File: config.mk
export PLATFORM = sky130hd
export DESIGN_NAME = irq_deliver_unit
export DESIGN_NICKNAME = d
export VERILOG_FILES = /design/src/rtl/irq_pkg.sv /design/src/rtl/irq_pend.sv /design/src/rtl/irq_arbiter.sv /design/src/rtl/irq_deliver_unit.sv
export SDC_FILE = /design/constraint.sdc
export NUM_CORES = 1
export LEC_CHECK = 0
export ABC_CLOCK_PERIOD_IN_PS = 2400
export BUFFER_PORTS_ARGS = -buffer_cell sky130_fd_sc_hd__buf_2
export CORE_AREA = 5 5 42 44
export CTS_BUF_LIST = sky130_fd_sc_hd__clkbuf_4 sky130_fd_sc_hd__clkbuf_8
export CTS_CLUSTER_SIZE = 25
export DETAILED_ROUTE_END_ITERATION = 16
export DIE_AREA = 0 0 47 49
export HOLD_SLACK_MARGIN = 0.06
export PLACE_DENSITY = 0.63
export SYNTH_ARGS = -nofsm -noshare
export SYNTH_HDL_FRONTEND = slang
export SYNTH_SLANG_ARGS = --single-unit
export TNS_END_PERCENT = 20
File: constraint.sdc
create_clock -name clk -period 2.4 [get_ports clk]
set_input_delay 0.36 -clock clk [delete_from_list [all_inputs] [get_ports clk]]
set_output_delay 0.36 -clock clk [all_outputs]
set_load 0.005 [all_outputs]
File: src/rtl/irq_pkg.sv
package irq_pkg;
    typedef enum logic [1:0] {
        SEL_NONE = 2'd0,
        SEL_RST  = 2'd1,
        SEL_NMI  = 2'd2,
        SEL_LVL  = 2'd3
    } irq_sel_e;

    typedef enum logic {
        ST_IDLE = 1'b0,
        ST_PEND = 1'b1
    } irq_st_e;
endpackage

File: src/rtl/irq_pend.sv
module irq_pend
    import irq_pkg::*;
#(
    parameter int LVL_W = 6
) (
    input  logic             clk,
    input  logic             rst,
    input  logic             rst_req_i,
    input  logic             nmi_req_i,
    input  logic [LVL_W-1:0] lvl_req_i,
    input  irq_sel_e         sel_i,
    output logic             p_rst_o,
    output logic             p_nmi_o,
    output logic [LVL_W-1:0] p_lvl_o
);
    // Clear happens first, new arrivals are ORed on top so none are lost.
    always_ff @(posedge clk) begin
        if (rst) begin
            p_rst_o <= 1'b0;
            p_nmi_o <= 1'b0;
        end else begin
            p_rst_o <= (p_rst_o && (sel_i != SEL_RST)) || rst_req_i;
            p_nmi_o <= (p_nmi_o && (sel_i != SEL_NMI)) || nmi_req_i;
        end
    end

    for (genvar b = 0; b < LVL_W; b++) begin : g_lvl
        always_ff @(posedge clk) begin
            if (rst) begin
                p_lvl_o[b] <= 1'b0;
            end else begin
                p_lvl_o[b] <= (p_lvl_o[b] && (sel_i != SEL_LVL)) || lvl_req_i[b];
            end
        end
    end


    lvl_keep_chk: assert property (@(posedge clk) disable iff (rst)
        (lvl_req_i != '0) |=> ((p_lvl_o & $past(lvl_req_i)) == $past(lvl_req_i)));


    nmi_keep_chk: assert property (@(posedge clk) disable iff (rst)
        nmi_req_i |=> p_nmi_o);
endmodule

File: src/rtl/irq_arbiter.sv
module irq_arbiter
    import irq_pkg::*;
#(
    parameter int LVL_W = 6
) (
    input  logic             check_i,
    input  logic             p_rst_i,
    input  logic             p_nmi_i,
    input  logic [LVL_W-1:0] p_lvl_i,
    input  logic             sr_ie_i,
    input  logic [LVL_W-1:0] sr_mask_i,
    output irq_sel_e         sel_o
);
    logic lvl_ok;

    always_comb begin
        lvl_ok = sr_ie_i && ((p_lvl_i & sr_mask_i) != '0);
        sel_o  = SEL_NONE;
        if (check_i) begin
            if (p_rst_i)      sel_o = SEL_RST;
            else if (p_nmi_i) sel_o = SEL_NMI;
            else if (lvl_ok)  sel_o = SEL_LVL;
        end
    end
endmodule

File: src/rtl/irq_deliver_unit.sv
module irq_deliver_unit
    import irq_pkg::*;
#(
    parameter int LVL_W = 6
) (
    input  logic             clk,
    input  logic             rst,
    input  logic             rst_req_i,
    input  logic             nmi_req_i,
    input  logic [LVL_W-1:0] lvl_req_i,
    input  logic             insn_bnd_i,
    input  logic             sr_ie_i,
    input  logic [LVL_W-1:0] sr_mask_i,
    output logic             nmi_rst_exc_o,
    output logic             int_exc_o
);
    irq_st_e          st_q, st_n;
    irq_sel_e         sel;
    logic             p_rst, p_nmi;
    logic [LVL_W-1:0] p_lvl;
    logic             check;
    logic             arrive, survive;

    irq_pend #(.LVL_W(LVL_W)) pend_i (
        .clk       (clk),
        .rst       (rst),
        .rst_req_i (rst_req_i),
        .nmi_req_i (nmi_req_i),
        .lvl_req_i (lvl_req_i),
        .sel_i     (sel),
        .p_rst_o   (p_rst),
        .p_nmi_o   (p_nmi),
        .p_lvl_o   (p_lvl)
    );

    irq_arbiter #(.LVL_W(LVL_W)) arb_i (
        .check_i   (check),
        .p_rst_i   (p_rst),
        .p_nmi_i   (p_nmi),
        .p_lvl_i   (p_lvl),
        .sr_ie_i   (sr_ie_i),
        .sr_mask_i (sr_mask_i),
        .sel_o     (sel)
    );

    assign check = (st_q == ST_PEND) && insn_bnd_i;

    always_comb begin
        arrive  = rst_req_i || nmi_req_i || (lvl_req_i != '0);
        survive = (p_rst && (sel != SEL_RST)) || (p_nmi && (sel != SEL_NMI)) ||
                  ((p_lvl != '0) && (sel != SEL_LVL));
        st_n = st_q;
        unique case (st_q)
            ST_IDLE: if (arrive) st_n = ST_PEND;                 // ARRIVE
            ST_PEND: if (!arrive && !survive) st_n = ST_IDLE;   // DRAIN, else HOLD
            default: st_n = ST_IDLE;
        endcase
    end

    // State register
    always_ff @(posedge clk) begin
        if (rst) st_q <= ST_IDLE;
        else     st_q <= st_n;
    end

    // Output pulses
    always_ff @(posedge clk) begin
        if (rst) begin
            nmi_rst_exc_o <= 1'b0;
            int_exc_o     <= 1'b0;
        end else begin
            nmi_rst_exc_o <= (sel == SEL_RST) || (sel == SEL_NMI);
            int_exc_o     <= (sel == SEL_LVL);
        end
    end


    at_most_one_chk: assert property (@(posedge clk) disable iff (rst)
        $onehot0({nmi_rst_exc_o, int_exc_o}));


    exc_after_bnd_chk: assert property (@(posedge clk) disable iff (rst)
        (nmi_rst_exc_o || int_exc_o) |-> $past(insn_bnd_i));


    idle_empty_chk: assert property (@(posedge clk) disable iff (rst)
        (st_q == ST_IDLE) |-> (!p_rst && !p_nmi && (p_lvl == '0)));


    int_needs_ie_chk: assert property (@(posedge clk) disable iff (rst)
        int_exc_o |-> $past(sr_ie_i && ((p_lvl & sr_mask_i) != '0)));


    int_prio_chk: assert property (@(posedge clk) disable iff (rst)
        int_exc_o |-> $past(!p_rst && !p_nmi));


    lvl_clear_chk: assert property (@(posedge clk) disable iff (rst)
        (int_exc_o && $past(lvl_req_i == '0)) |-> (p_lvl == '0));
endmodule

==> results.cfg, run 1 <==
[clock_tree]
h-tree-depth = 1
cts_root_buf = clkbuf_4
insertion_delay_ps = 270
cts_max_path_buffers = 2
cts_setup_buffers = 0
cts_tree = done
cts_hold_buf = 0
numCtsBuffers = 3
clock_sinks = 11
ctsResizeCount = 0
clk_pin_slew_ps = 70

[setup_path]
start_kind = flip-flop
critPathArrivalTime_ps = 1860
worst-setup-path-type = flip-flop to flip-flop
crit_path_end_kind = flip-flop
cp_slowest_cell = dfxtp_1
cp_max_fo = 4
r2r-start = st_q
crit_chain = nand3_1 > a31o_2 > o21ai_0 > ha_1 > nor2b_1 > nor4_2 > a211oi_1
crit_start = st_q
worstPathRequired_ps = 2550
ff2ff_setup_slack_ps = 690
slowest_delay_ps = 380

[pwr]
power_uw = 387.0
seq_power_share_pct = 52.7
p_comb_share_pct = 12.4
clkPwrFrac_pct = 34.8
p_per_area_nw_per_um2 = 623.6
p_int_uw = 295.5
p_sw_share_pct = 23.64
peakVddDrop_mv = 0.2904
p_sw_uw = 91.47
leakage_nw = 0.2783

[grt]
grt_max_degree = 12
grt_pass1_vias = 439
antenna_found_initial = 0
grt_overflow = 0
grt_first_pass_wirelength_mm = 1.697
grt_usage_pct = 10.03

[timing]
rsz0062_at_grt = no
finClkSkew_ps = 3.314
hold_violations = 0
slew_headroom_pct = 79.55
layout_min_cycle_time_ps = 1710
setup_viol = 0
period_share_pct = 71.23
fmax_mhz = 585.0
holdWs_ps = 312.4
tightestPinTransition_ps = 303.6
fin_setup_tns_ps = 0
finalMaxSlewViolations = 0

[logic_synthesis]
ys.flop_type = dfxtp_1
synthAdderAreaFrac_pct = 7.833
synth-xor-area-share_pct = 0
syn_inst = 54
syn_nets = 75
synth.distinct_cells = 18
synth_top_family_by_area = simple AND/OR/NAND/NOR gates
synth_seq_cells = 11
yosysSeqAreaShare_pct = 45.95
ys_warn_count = 0
synth_area_per_cell_um2 = 8.874
synth_compound_area_share_pct = 21.15
async_flop_share_pct = 0
synthMuxAreaShare_pct = 0
synth_edf_count = 0
syn_area_um2 = 479.2
yosys.area_share.simple_pct = 23.50

[detailed_routing]
drt.antenna.violating_nets = 0
dr.pass1.iters = 4
wl_per_cell_um = 12.07
drc = 0
via_count = 460
wl_mm = 1.110
vias_per_cell = 5.000
drt-initial-drc-count = 11

[cells_and_area]
diodes = 0
stdcell_area_um2 = 620.6
nets = 98
fill_cells = 153
area_growth_pct = 29.50
final_util_pct = 44.29
drive_gt1_share_pct = 32.89

[place]
portBuffers = 19
place_area_um2 = 590.6
gp_congestion = 0.7110

[flow_run]
drv_cap = 0

[floorplanning]
die_width_um = 47
rows = 14
core_um2 = 1401
start_util_pct = 34.20
die_h_um = 49
ios = 20
die_area_um2 = 2303

[status]
status = finished, final reports clean

[min_path]
min_path_type = input port to flip-flop
hold_path_startpoint = lvl_req_i[5]
==> power by group through the flow <==
stage / logic (mW) / clock network, mW / registers [mW]
final: 0.0481 / 0.135 / 0.204
after global routing: 0.0543 / 0.146 / 0.205
after CTS: 0.0487 / 0.141 / 0.204
after detailed placement: 0.0488 / 0 / 0.208
after global placement: 0.0477 / 0 / 0.208
after floorplan: 0.0270 / 0 / 0.206
==> area by class of cell <==
type,count,area [um^2],share of cell area (%)
clock buffer,4,30.03,4.839
inverter,1,3.754,0.6048
multi-input combinational,41,251.5,40.52
sequential,11,220.2,35.48
tap,16,20.02,3.226
timing repair buffer,19,95.09,15.32
==> sequential cells by signal, indices dropped and copies added, names as in the netlist <==
register,cells
int_exc_o,1
nmi_rst_exc_o,1
pend_i.p_lvl_o,6
pend_i.p_nmi_o,1
pend_i.p_rst_o,1
st_q,1
==> layer usage <==
| metal | track usage (%) | up-vias | routed length (um) |
|---|---|---|---|
| li1 | - | 239 | - |
| met1 | 11.75 | 206 | 460 |
| met2 | 15.16 | 13 | 542 |
| met3 | 7.011 | 2 | 95 |
| met4 | 1.382 | 0 | 11 |
| met5 | 0 | - | 0 |
==> layout by cell type, fill, tap and decap left out, drive strengths merged, types with 2 or more instances in the layout <==
cell type  Yosys  routed
nand3          3       3
nor2          12      12
buf            0      19
clkbuf         1       4
dfxtp         11      11
or4            3       3
ha             3       3
a22oi          3       3
nor2b          2       2
a21oi          7       7
==> stage by stage <==
stage,std cells,setup slack (ps)
5_1_grt,92,521.9
4_1_cts,92,680.8
6_report,92,690.5
3_5_place_dp,88,613.9
3_3_place_gp,88,675.2
2_1_floorplan,54,835.5
==> worst max-delay path: cells and delay by family (launching register included) <==
family | cells | cell delay [ps]
AOI/OAI and AO/OA | 3 | 620
DFF | 1 | 380
adders and majority gates | 1 | 200
and+or+nand+nor | 3 | 400
==> final timing paths <==
path | end | cells after the start
worst min register to register | pend_i.p_lvl_o[5] | 2
worst max register to register | st_q | 7
worst min-delay path | pend_i.p_lvl_o[5] | 3
worst max-delay path | st_q | 7
==> kinds of logic (layout without fill, tap and decap cells) <==
group	Yosys count	count (layout)
and+or+nand+nor	22	22
AOI/OAI and AO/OA	16	16
DFF	11	11
adders and majority gates	3	3
buffers and inverters	2	24
==> synth_stat cells (2+ instances only) <==
master | n | area share (%)
nor2_1 | 12 | 9.4
dfxtp_1 | 11 | 46
a21oi_1 | 7 | 7.3
a22oi_1 | 3 | 4.7
ha_1 | 3 | 7.8
nand3_1 | 3 | 3.1
or4_1 | 3 | 4.7
nor2b_1 | 2 | 2.6
Power figures use the tool's default switching activity.
==> run 2, diff against run 1 <==
ABC_AREA = 1   (was default)
ABC_CLOCK_PERIOD_IN_PS = 1500   (was 2400)
PLACE_DENSITY = 0.7   (was 0.63)
clock period = 1.5 ns   (was 2.4 ns; I/O delays follow)
==> run 2 against run 1 <==
Cell count increased by 38%. Hold slack got worse by 120 ps. Sequential share of layout area decreased by 6.5 points. Count of clock-buffer cells in the layout unchanged. Non-clock buffer count increased by 8. Total power increased by 72%. Clock skew about the same. Clock power increased by 58%. Sequential power increased by 58%. Die area unchanged. Critical path type unchanged. Largest cell class unchanged.
==> results.cfg, run 2 <==
[status]
status = finished, final reports clean

[clock_tree]
cts_tree = done
clk_pin_slew_ps = 70
cts_root_buf = clkbuf_4
h-tree-depth = 1
clock_sinks = 11
numCtsBuffers = 3
cts_max_path_buffers = 2
insertion_delay_ps = 260
cts_hold_buf = 0

[cells_and_area]
final_util_pct = 55.09
diodes = 0
final_cell_mix = nand2_1 (23), buf_2 (19), nor2_1 (13)
top_register = pend_i.p_lvl_o
layout_commonest_cell = nand2_1
area_growth_pct = 45.18
drive_gt1_share_pct = 40.54
largest_register_ffs = 6
stdcell_area_um2 = 772.0
nets = 133

[floorplanning]
start_util_pct = 37.95
ios = 20
die_h_um = 49
rows = 14
die_width_um = 47
die_area_um2 = 2303
core_um2 = 1401

[setup_path]
crit_chain = nand2_1 > nand2_1 > nor2_1 > nand2_1 > nand2_1 > nand2_1 > nand2_2 > inv_2 > ha_4 > inv_2 > nand2_2 > o21ai_2 > inv_1 > nand2_1 > nand2_1 > a21oi_2
critPathArrivalTime_ps = 1700
ff2ff_path_depth = 16
crit-reg2reg-capture = st_q
cp_common_cell = nand2_1
r2r-start = pend_i.p_lvl_o[3]
worstPathRequired_ps = 1700
worst-setup-path-type = flip-flop to flip-flop
crit_path_end_kind = flip-flop
cp_max_fo = 2
cp_slowest_cell = dfxtp_2
ff2ff_setup_slack_ps = 2
start_kind = flip-flop
slowest_delay_ps = 320

[detailed_routing]
dr.pass1.iters = 4
topRoutingLayerUsed = met4
routed-wl-met2_um = 658
via_count = 579
dr_wl_met3_um = 67
drc = 0
wl_mm = 1.249
drt.antenna.violating_nets = 0
vias_per_cell = 4.559
drt-initial-drc-count = 14
wl_per_cell_um = 9.835
wl_met1_um = 510

[timing]
finalMaxSlewViolations = 0
slew_headroom_pct = 85.33
period_share_pct = 99.90
rsz0062_at_grt = yes
layout_min_cycle_time_ps = 1498
finClkSkew_ps = 3.716
tightestPinTransition_ps = 220.1
fin_setup_tns_ps = 0
hold_violations = 0
setup_viol = 0
holdWs_ps = 189.1
fmax_mhz = 667.4

[logic_synthesis]
synth_top_cell_area_share_pct = 41.41
syn_nets = 102
synth_seq_cells = 11
synthAdderAreaFrac_pct = 7.059
synth_most_common_cell = nand2_1
ys.flop_type = dfxtp_1
synth_compound_area_share_pct = 9.412
synth_area_leaders = dfxtp_1 (41%), nand2_1 (17%), inv_1 (9.9%)
synth_common_cells = nand2_1 (24), inv_1 (14), nor2_1 (13)
synth_edf_count = 0
ys_warn_count = 0
yosys.area_share.simple_pct = 31.29
syn_inst = 81
synth_top_family_by_area = simple AND/OR/NAND/NOR gates
syn_area_um2 = 531.8
yosysSeqAreaShare_pct = 41.41
synth_area_per_cell_um2 = 6.565
synth.distinct_cells = 11
synthMuxAreaShare_pct = 0
synth.largest_area_cell = dfxtp_1
synth-xor-area-share_pct = 0
async_flop_share_pct = 0

[grt]
grt_overflow = 0
grt_pass1_vias = 532
grt_max_degree = 12
grt_first_pass_wirelength_mm = 2.132
antenna_found_initial = 0
grt_usage_pct = 12.65

[place]
place_area_um2 = 694.4
gp_congestion = 0.7961
hpwlAfterDp_um = 963.7
portBuffers = 19

[min_path]
hold_path_startpoint = lvl_req_i[4]
hold_path_end = pend_i.p_lvl_o[4]
holdPathStages = 3
min_path_type = input port to flip-flop

[pwr]
p_per_area_nw_per_um2 = 860.4
peakVddDrop_mv = 0.5986
leakage_nw = 0.4345
power_uw = 664.2

[flow_run]
drv_cap = 0
[run 2: timing repair]
item	4_1_cts	5_1_grt
endpoints found under the hold margin	0	0
resized for setup	9	6
gates cloned	0	0
pin swaps	6	5
buffers inserted	1	0
setup endpoints to repair	5	10
[run 2: worst max-delay path by stage]
| stage | startpoint | end | cells after the start |
|---|---|---|---|
| 6_report | pend_i.p_lvl_o[3] | st_q | 16 |
| 5_1_grt | pend_i.p_lvl_o[3] | st_q | 16 |
| 4_1_cts | pend_i.p_lvl_o[4] | st_q | 16 |
| 3_5_place_dp | sr_mask_i[3] | st_q | 15 |
| 3_3_place_gp | sr_mask_i[1] | st_q | 15 |
| 2_1_floorplan | pend_i.p_lvl_o[3] | st_q | 14 |
[run 2: report_power, final]
part / switching [mW] / total (mW) / leakage, nW / internal (mW)
clock network: 0.0918 / 0.213 / 0.0184 / 0.121
registers: 0.0103 / 0.323 / 0.0923 / 0.312
logic: 0.0649 / 0.129 / 0.324 / 0.0641
total: 0.167 / 0.664 / 0.435 / 0.497
[run 2: logic make-up (layout without fill, tap and decap cells)]
logic type | count (synthesis) | in the layout
flip-flops | 11 | 11
buffers and inverters | 15 | 45
AO/OA/AOI/OAI | 10 | 10
AND/OR/NAND/NOR | 42 | 42
adder cells (fa/ha/maj) | 3 | 3
[run 2: critical path, delay by kind of cell, from the launching register on]
family | cells | cell delay (ps)
buffers and inverters | 3 | 150
flip-flops | 1 | 320
AND/OR/NAND/NOR | 10 | 650
AO/OA/AOI/OAI | 2 | 160
adder cells (fa/ha/maj) | 1 | 150
[run 2: routing by layer]
| metal | vias to the layer above | global-route usage, % |
|---|---|---|
| met5 | - | 0 |
| met3 | 2 | 3.690 |
| met2 | 15 | 18.78 |
| met4 | 0 | 5.530 |
| li1 | 308 | - |
| met1 | 254 | 16.44 |
[run 2: cell type report]
cell class                 instances  area [um^2]
clock buffer                       4        30.03
fill                             151        629.4
inverter                          14        55.05
multi-input combinational         55        287.8
sequential                        11        224.0
tap                               16        20.02
timing repair buffer              27        155.1
[run 2: metrics by stage]
step                std cells  worst slack (ps)
floorplan                  81             133.8
global placement          122            -56.09
detailed placement        122            -74.33
CTS                       127            -2.068
global route              127            -139.5
finish                    127             1.535
